[src/rtl/pio_calc_pkg.sv]
package pio_calc_pkg;

  typedef enum logic [2:0] {
    ST_IDLE,
    ST_LOAD,
    ST_WAIT,
    ST_CALC,
    ST_OUT
  } calc_state_e;

  // Division slots, issued in this order
  localparam int SLOT_CYC  = 0;
  localparam int SLOT_SET  = 1;
  localparam int SLOT_ACT  = 2;
  localparam int SLOT_REC  = 3;
  localparam int N_SLOT    = 4;

  // Controller limits
  localparam int ACT_MIN   = 2;
  localparam int REC_MIN   = 2;
  localparam int REC_SPILL = 17;
  localparam int FIELD_MAX = 16;

  // Setup field codes (bits [7:6] of the setup register)
  localparam logic [1:0] SETUP_CODE_4    = 2'b00;
  localparam logic [1:0] SETUP_CODE_3    = 2'b10;
  localparam logic [1:0] SETUP_CODE_12   = 2'b01;
  localparam logic [1:0] SETUP_CODE_SLOW = 2'b11;

endpackage

[src/rtl/pio_seq_divider.sv]
module pio_seq_divider #(
  parameter int N_W = 11,
  parameter int D_W = 6
) (
  input  logic           clk,
  input  logic           rst_n,
  input  logic           start,
  input  logic [N_W-1:0] dividend,
  input  logic [D_W-1:0] divisor,
  output logic           done,
  output logic [N_W-1:0] quotient
);

  localparam int CNT_W = $clog2(N_W);
  localparam int P_W   = N_W + D_W + 1;

  logic [N_W-1:0]   quo_r, dvd_r;
  logic [D_W-1:0]   rem_r, dvs_r;
  logic [CNT_W-1:0] cnt_r;
  logic             busy_r, done_r;

  logic [D_W:0] trial, diff;
  logic         take;

  assign trial = {rem_r, quo_r[N_W-1]};
  assign diff  = trial - {1'b0, dvs_r};
  assign take  = (trial >= {1'b0, dvs_r});

  always_ff @(posedge clk or negedge rst_n) begin
    if (!rst_n) begin
      quo_r  <= '0;
      dvd_r  <= '0;
      rem_r  <= '0;
      dvs_r  <= '0;
      cnt_r  <= '0;
      busy_r <= 1'b0;
      done_r <= 1'b0;
    end else if (start) begin
      dvd_r  <= dividend;
      dvs_r  <= divisor;
      quo_r  <= dividend;
      rem_r  <= '0;
      cnt_r  <= CNT_W'(N_W - 1);
      busy_r <= 1'b1;
      done_r <= 1'b0;
    end else if (busy_r) begin
      rem_r <= take ? diff[D_W-1:0] : trial[D_W-1:0];
      quo_r <= {quo_r[N_W-2:0], take};
      if (cnt_r == '0) begin
        busy_r <= 1'b0;
        done_r <= 1'b1;
      end else begin
        cnt_r <= cnt_r - CNT_W'(1);
      end
    end else begin
      done_r <= 1'b0;
    end
  end

  assign done     = done_r;
  assign quotient = quo_r;

  logic [P_W-1:0] prod;
  assign prod = P_W'(quo_r) * P_W'(dvs_r);

  AST_DIV_FLOOR: assert property (@(posedge clk) disable iff (!rst_n)
    (done_r && dvs_r != '0) |->
      (prod <= P_W'(dvd_r)) && (prod + P_W'(dvs_r) > P_W'(dvd_r)));

  AST_DONE_PULSE: assert property (@(posedge clk) disable iff (!rst_n)
    done_r |=> !done_r);

endmodule

[src/rtl/pio_count_rules.sv]
module pio_count_rules
  import pio_calc_pkg::*;
#(
  parameter int Q_W = 11,
  parameter int C_W = 5
) (
  input  logic [Q_W-1:0] q_cyc,
  input  logic [Q_W-1:0] q_set,
  input  logic [Q_W-1:0] q_act,
  input  logic [Q_W-1:0] q_rec,
  input  logic [1:0]     rev,
  input  logic [1:0]     drive,
  input  logic           mate_present,
  input  logic [Q_W-1:0] mate_set,
  input  logic [C_W-1:0] mate_act,
  input  logic [C_W-1:0] mate_rec,
  input  logic [5:0]     keep,
  output logic [Q_W-1:0] own_set,
  output logic [C_W-1:0] own_act,
  output logic [C_W-1:0] own_rec,
  output logic [7:0]     setup_reg,
  output logic [7:0]     timing
);

  localparam int X_W = Q_W + 2;
  localparam logic [X_W-1:0] L_ACT_MIN = X_W'(ACT_MIN);
  localparam logic [X_W-1:0] L_REC_MIN = X_W'(REC_MIN);
  localparam logic [X_W-1:0] L_SPILL   = X_W'(REC_SPILL);
  localparam logic [X_W-1:0] L_MAX     = X_W'(FIELD_MAX);

  logic [X_W-1:0] act_x, rec_x, rec2_x, sum_x, cyc_x;

  // Clamp, spill and revision adjustment of the drive's own counts
  always_comb begin
    cyc_x = X_W'(q_cyc);
    act_x = X_W'(q_act);
    if (act_x < L_ACT_MIN) act_x = L_ACT_MIN;
    sum_x  = X_W'(q_set) + act_x;
    rec2_x = (cyc_x > sum_x) ? (cyc_x - sum_x) : '0;
    rec_x  = X_W'(q_rec);
    if (rec2_x > rec_x) rec_x = rec2_x;
    if (rec_x < L_REC_MIN) rec_x = L_REC_MIN;
    if (rec_x > L_SPILL) begin
      act_x = act_x + (rec_x - L_SPILL);
      rec_x = L_SPILL;
    end
    if (act_x > L_MAX) act_x = L_MAX;
    if (rev > 2'd1) rec_x = rec_x - X_W'(1);
    if (rec_x > L_MAX) rec_x = L_MAX;
  end

  assign own_set = q_set;
  assign own_act = act_x[C_W-1:0];
  assign own_rec = rec_x[C_W-1:0];

  // Slowest-of-pair merge for the shared secondary registers
  logic           do_merge;
  logic [Q_W-1:0] m_set;
  logic [C_W-1:0] m_act, m_rec;

  assign do_merge = drive[1] && mate_present;

  always_comb begin
    m_set = own_set;
    m_act = own_act;
    m_rec = own_rec;
    if (do_merge) begin
      if (mate_set > m_set) m_set = mate_set;
      if (mate_act > m_act) m_act = mate_act;
      if (mate_rec > m_rec) m_rec = mate_rec;
    end
  end

  // Register byte encoding
  logic [1:0] set_code;

  always_comb begin
    if (m_set == Q_W'(4))                              set_code = SETUP_CODE_4;
    else if (m_set == Q_W'(3))                         set_code = SETUP_CODE_3;
    else if (m_set == Q_W'(1) || m_set == Q_W'(2))     set_code = SETUP_CODE_12;
    else                                               set_code = SETUP_CODE_SLOW;
  end

  assign setup_reg = {set_code, keep};
  assign timing    = {m_act[3:0], m_rec[3:0]};

endmodule

[src/rtl/pio_timing_calc.sv]
module pio_timing_calc
  import pio_calc_pkg::*;
#(
  parameter int TIME_W = 10,
  parameter int CLK_W  = 6
) (
  input  logic                clk,
  input  logic                rst_n,
  input  logic                in_valid,
  output logic                in_ready,
  input  logic [TIME_W-1:0]   in_setup_ns,
  input  logic [TIME_W-1:0]   in_active_ns,
  input  logic [TIME_W-1:0]   in_cycle_ns,
  input  logic [CLK_W-1:0]    in_clk_ns,
  input  logic [1:0]          in_rev,
  input  logic [1:0]          in_drive,
  input  logic                in_mate_present,
  input  logic [TIME_W:0]     in_mate_setup,
  input  logic [4:0]          in_mate_active,
  input  logic [4:0]          in_mate_recovery,
  input  logic [5:0]          in_setup_keep,
  output logic                out_valid,
  input  logic                out_ready,
  output logic [7:0]          out_setup_reg,
  output logic [7:0]          out_timing,
  output logic [TIME_W:0]     out_setup_cnt,
  output logic [4:0]          out_active_cnt,
  output logic [4:0]          out_recovery_cnt
);

  localparam int DIV_W = TIME_W + 1;
  localparam int C_W   = 5;
  localparam int IDX_W = $clog2(N_SLOT);

  calc_state_e state_r;
  logic [IDX_W-1:0] idx_r;

  // Latched request
  logic [TIME_W-1:0] t_ns_r [N_SLOT];
  logic [CLK_W-1:0]  t_clk_r;
  logic [1:0]        rev_r, drive_r;
  logic              mate_p_r;
  logic [DIV_W-1:0]  mate_s_r;
  logic [C_W-1:0]    mate_a_r, mate_r_r;
  logic [5:0]        keep_r;

  logic accept;
  assign accept = in_valid && (state_r == ST_IDLE);

  // Recovery time in ns, saturating at zero
  logic [TIME_W:0]   sa_sum;
  logic [TIME_W-1:0] rec_ns;
  assign sa_sum = {1'b0, in_setup_ns} + {1'b0, in_active_ns};
  assign rec_ns = ({1'b0, in_cycle_ns} > sa_sum) ?
                  TIME_W'({1'b0, in_cycle_ns} - sa_sum) : '0;

  always_ff @(posedge clk or negedge rst_n) begin
    if (!rst_n) begin
      for (int i = 0; i < N_SLOT; i++) t_ns_r[i] <= '0;
      t_clk_r  <= '0;
      rev_r    <= '0;
      drive_r  <= '0;
      mate_p_r <= 1'b0;
      mate_s_r <= '0;
      mate_a_r <= '0;
      mate_r_r <= '0;
      keep_r   <= '0;
    end else if (accept) begin
      t_ns_r[SLOT_CYC] <= in_cycle_ns;
      t_ns_r[SLOT_SET] <= in_setup_ns;
      t_ns_r[SLOT_ACT] <= in_active_ns;
      t_ns_r[SLOT_REC] <= rec_ns;
      t_clk_r  <= in_clk_ns;
      rev_r    <= in_rev;
      drive_r  <= in_drive;
      mate_p_r <= in_mate_present;
      mate_s_r <= in_mate_setup;
      mate_a_r <= in_mate_active;
      mate_r_r <= in_mate_recovery;
      keep_r   <= in_setup_keep;
    end
  end

  // Shared divider: ceil(n/d) = floor((n + d - 1)/d)
  logic             div_start, div_done;
  logic [DIV_W-1:0] div_dividend, div_quo;

  assign div_start    = (state_r == ST_LOAD);
  assign div_dividend = DIV_W'(t_ns_r[idx_r]) + DIV_W'(t_clk_r) - DIV_W'(1);

  pio_seq_divider #(.N_W(DIV_W), .D_W(CLK_W)) u_div (
    .clk      (clk),
    .rst_n    (rst_n),
    .start    (div_start),
    .dividend (div_dividend),
    .divisor  (t_clk_r),
    .done     (div_done),
    .quotient (div_quo)
  );

  // Quotient slots
  logic [DIV_W-1:0] q_r [N_SLOT];
  logic             cap;
  assign cap = (state_r == ST_WAIT) && div_done;

  for (genvar g = 0; g < N_SLOT; g++) begin : g_slot
    always_ff @(posedge clk or negedge rst_n) begin
      if (!rst_n)                             q_r[g] <= '0;
      else if (cap && idx_r == IDX_W'(g))     q_r[g] <= div_quo;
    end
  end

  // Sequencer
  always_ff @(posedge clk or negedge rst_n) begin
    if (!rst_n) begin
      state_r <= ST_IDLE;
      idx_r   <= '0;
    end else begin
      unique case (state_r)
        ST_IDLE: if (accept) begin
          state_r <= ST_LOAD;
          idx_r   <= '0;
        end
        ST_LOAD: state_r <= ST_WAIT;
        ST_WAIT: if (div_done) begin
          if (idx_r == IDX_W'(N_SLOT - 1)) state_r <= ST_CALC;
          else begin
            idx_r   <= idx_r + IDX_W'(1);
            state_r <= ST_LOAD;
          end
        end
        ST_CALC: state_r <= ST_OUT;
        ST_OUT:  if (out_ready) state_r <= ST_IDLE;
        default: state_r <= ST_IDLE;
      endcase
    end
  end

  // Count rules
  logic [DIV_W-1:0] r_set;
  logic [C_W-1:0]   r_act, r_rec;
  logic [7:0]       r_sreg, r_timing;

  pio_count_rules #(.Q_W(DIV_W), .C_W(C_W)) u_rules (
    .q_cyc        (q_r[SLOT_CYC]),
    .q_set        (q_r[SLOT_SET]),
    .q_act        (q_r[SLOT_ACT]),
    .q_rec        (q_r[SLOT_REC]),
    .rev          (rev_r),
    .drive        (drive_r),
    .mate_present (mate_p_r),
    .mate_set     (mate_s_r),
    .mate_act     (mate_a_r),
    .mate_rec     (mate_r_r),
    .keep         (keep_r),
    .own_set      (r_set),
    .own_act      (r_act),
    .own_rec      (r_rec),
    .setup_reg    (r_sreg),
    .timing       (r_timing)
  );

  // Output register
  always_ff @(posedge clk or negedge rst_n) begin
    if (!rst_n) begin
      out_setup_reg    <= '0;
      out_timing       <= '0;
      out_setup_cnt    <= '0;
      out_active_cnt   <= '0;
      out_recovery_cnt <= '0;
    end else if (state_r == ST_CALC) begin
      out_setup_reg    <= r_sreg;
      out_timing       <= r_timing;
      out_setup_cnt    <= r_set;
      out_active_cnt   <= r_act;
      out_recovery_cnt <= r_rec;
    end
  end

  assign in_ready  = (state_r == ST_IDLE);
  assign out_valid = (state_r == ST_OUT);

  AST_OUT_HOLD: assert property (@(posedge clk) disable iff (!rst_n)
    (out_valid && !out_ready) |=> out_valid && $stable(out_timing)
      && $stable(out_setup_reg) && $stable(out_setup_cnt));

  AST_BUSY_AFTER_ACCEPT: assert property (@(posedge clk) disable iff (!rst_n)
    (in_valid && in_ready) |=> !in_ready && !out_valid);

  AST_ACT_RANGE: assert property (@(posedge clk) disable iff (!rst_n)
    out_valid |-> (out_active_cnt >= 5'd2) && (out_active_cnt <= 5'd16));

  AST_REC_RANGE: assert property (@(posedge clk) disable iff (!rst_n)
    out_valid |-> (out_recovery_cnt >= 5'd1) && (out_recovery_cnt <= 5'd16));

  AST_KEEP_BITS: assert property (@(posedge clk) disable iff (!rst_n)
    (state_r == ST_CALC) |=> out_setup_reg[5:0] == keep_r);

endmodule

[config.mk]
export PLATFORM = sky130hd
export DESIGN_NAME = pio_timing_calc
export DESIGN_NICKNAME = d
export VERILOG_FILES = /design/src/rtl/pio_calc_pkg.sv /design/src/rtl/pio_seq_divider.sv /design/src/rtl/pio_count_rules.sv /design/src/rtl/pio_timing_calc.sv
export SDC_FILE = /design/constraint.sdc
export NUM_CORES = 1
export LEC_CHECK = 0
export BUFFER_PORTS_ARGS = -buffer_cell sky130_fd_sc_hd__buf_4
export CAP_MARGIN = 20
export CORE_MARGIN = 2
export CORE_UTILIZATION = 60
export CTS_CLUSTER_DIAMETER = 60
export DETAILED_ROUTE_END_ITERATION = 12
export PLACE_DENSITY = 0.8
export SYNTH_ARGS = -nofsm -noshare
export SYNTH_HDL_FRONTEND = slang
export SYNTH_HIERARCHICAL = 1
export SYNTH_SLANG_ARGS = --single-unit
[constraint.sdc]
create_clock -name clk -period 18.7 [get_ports clk]
set_clock_uncertainty 0.05 [all_clocks]
set_input_delay 1.87 -clock clk [delete_from_list [all_inputs] [get_ports clk]]
set_output_delay 1.87 -clock clk [all_outputs]
set_load 0.03 [all_outputs]
==> summary.md <==
| Metric | Value |
|---|---|
| P&R area growth vs syn | `10.9%` |
| Setup-failing EPs final | `0` |
| Core area | `0.0216 mm2` |
| Startpoint Class | `flop` |
| Worst-skew pair later-pin latency | `0.44 ns` |
| CP startpoint | `q_r[17]` |
| Max-slew headroom | `31.0%` |
| Total CTS buffers | `17` |
| Non-filler cells, final | `1,768` |
| Cell count after synthesis | `1,414` |
| Placer Congestion | `0.892` |
| Most frequent CP cell | `a21oi_1` |
| Synthesized area per cell | `9.27 um2` |
| Hold Path Class | `reg -> reg` |
| H-tree lvl count | `4` |
| Multi-input gate area | `0.00750 mm2` |
| CTS sink cnt | `191` |
| Min Clock Period, post-route | `13.13 ns` |
| Unrepaired setup endpoints after global routing | `false` |
| DRC | `0` |
| Maximum clock rate | `76.1 MHz` |
| Worst r2r src | `q_r[17]` |
| Port-buffer cells | `108` |
| CP max stage cell | `a311oi_1` |
| Clk buf depth | `2` |
| Root Buffer | `clkbuf_16` |
| Hold_buf cts | `0` |
| Synth warn | `6` |
| DIE WIDTH | `152 um` |
| Status | `completed` |
| Largest Register | `q_r` |
| Post-route setup slack | `5.57 ns` |
| Die ar. | `0.0230 mm2` |
| Vias in the first global route | `10.5k` |
| CP Data Required Time | `18.98 ns` |
| I/O pins | `111` |
| Critical Path AT | `13.41 ns` |
| Synthesized cell area | `0.0131 mm2` |
| Pin count of the biggest net entering global routing | `119` |
| ANT nets after route | `0` |
| Via density | `5.87` |
| Hpwl dp | `22.7 mm` |
| Initial Utilization | `60.6%` |
| Tightest Pin Transition | `1.04 ns` |
| DR vias | `10.4k` |
| Top Registers | `q_r: 44 flops, t_ns_r: 40 flops` |
| Max-cap viol count | `0` |
| Post-CTS resize count | `0` |
| Storage element area | `0.00478 mm2` |
| Die Y | `152 um` |
| Worst setup EP type | `flop` |
| WL/cell | `17.4 um` |
| Placed insts | `1,737` |
| GRT overflow | `0` |
| Setup CP Type | `reg -> reg` |
| ANT cells | `0` |
| # nets final | `1,677` |
| Post-Route WL | `30.7 mm` |
| Max reg flops | `44` |
| Row count | `54` |
| Max Slew Vio Count | `0` |
| Slowest Stage Delay on Critical Path | `0.68 ns` |
| Clock slew at reported path FFs | `0.08 ns` |
| Fin. Hold Viols | `0` |
| Fraction of layout cells with a size suffix above 1 | `18.2%` |
| DR pass1 iterations | `5` |
| Setup repair bufs after CTS | `0` |
| Fin Setup TNS | `0 ns` |
| CTS tree | `done` |
| Final period util | `70.2%` |
| Initial DRC Count | `614` |
| Crit path max fanout | `16` |
| First-pass GRT wire length | `50.6 mm` |
| # fillers | `1,757` |
| GR Util All Layers | `26.7%` |
| DP Worst Slack | `5.87 ns` |
| Initial antenna violation count | `0` |
| Hold_sp | `t_ns_r[27]` |
path summary, 6_finish.rpt:
kind / endpoint / slack, ns / cells past startpoint
max reg2reg: out_timing[4] / 5.57 / 51
min: t_ns_r[27] / 0.43 / 2
max in group asynchronous: t_ns_r[33] / 15.64 / 2
min reg2reg: t_ns_r[27] / 0.43 / 2
min in group asynchronous: u_div/rem_r[5] / 1.48 / 1
max: out_timing[4] / 5.57 / 51
critical path, delay by kind of cell, from the launching register on:
family,cells,cell delay (ns)
AOI/OAI and AO/OA,28,6.06
adders and majority gates,9,3.02
and+or+nand+nor,10,2.48
muxes,2,0.67
DFF,1,0.45
xor gates and xnor gates,1,0.21
buffers and inverters,1,0.04
routing by layer:
metal / GRT usage (%) / share of wire, % / vias to the layer above
met5: 0 / 0 / -
met4: 8.81 / 2.4 / 0
met3: 4.05 / 4.2 / 55
met2: 46.9 / 50 / 252
met1: 34.0 / 43 / 5066
li1: - / - / 5004
cell type report:
cell class / instances / area share, %
clock buffer: 17 / 2.93
clock inverter: 14 / 1.05
inverter: 126 / 3.25
multi-input combinational: 1027 / 51.6
sequential: 191 / 32.9
tap: 280 / 2.41
timing repair buffer: 113 / 5.88
through the flow:
stage | hold slack, ns | area, um2 | utilization, %
6_report | 0.427 | 14500 | 67.2
5_1_grt | 0.457 | 14500 | 67.2
4_1_cts | 0.430 | 14500 | 67.2
3_5_place_dp | 0.412 | 14000 | 64.5
3_3_place_gp | 0.403 | 14000 | 64.5
2_1_floorplan | 0.390 | 13100 | -
cells in the final DEF, fill, tap and decap left out, types with 15 or more instances in the layout:
cell       instances
nor3_1            15
mux2_2            86
inv_1            126
mux2i_1           19
nor2b_1           27
xnor2_1           35
nand2_1          239
a21oi_1           60
xor2_1            19
clkbuf_16         17
nand2b_1          18
o21ai_0           68
buf_4            112
dfrtp_1          191
a22o_1            15
nand3_1           15
nor2_1            68
ha_1             122
Power is not shown: default switching activity piles up to over one toggle a cycle in this logic, so the estimate is an artifact.
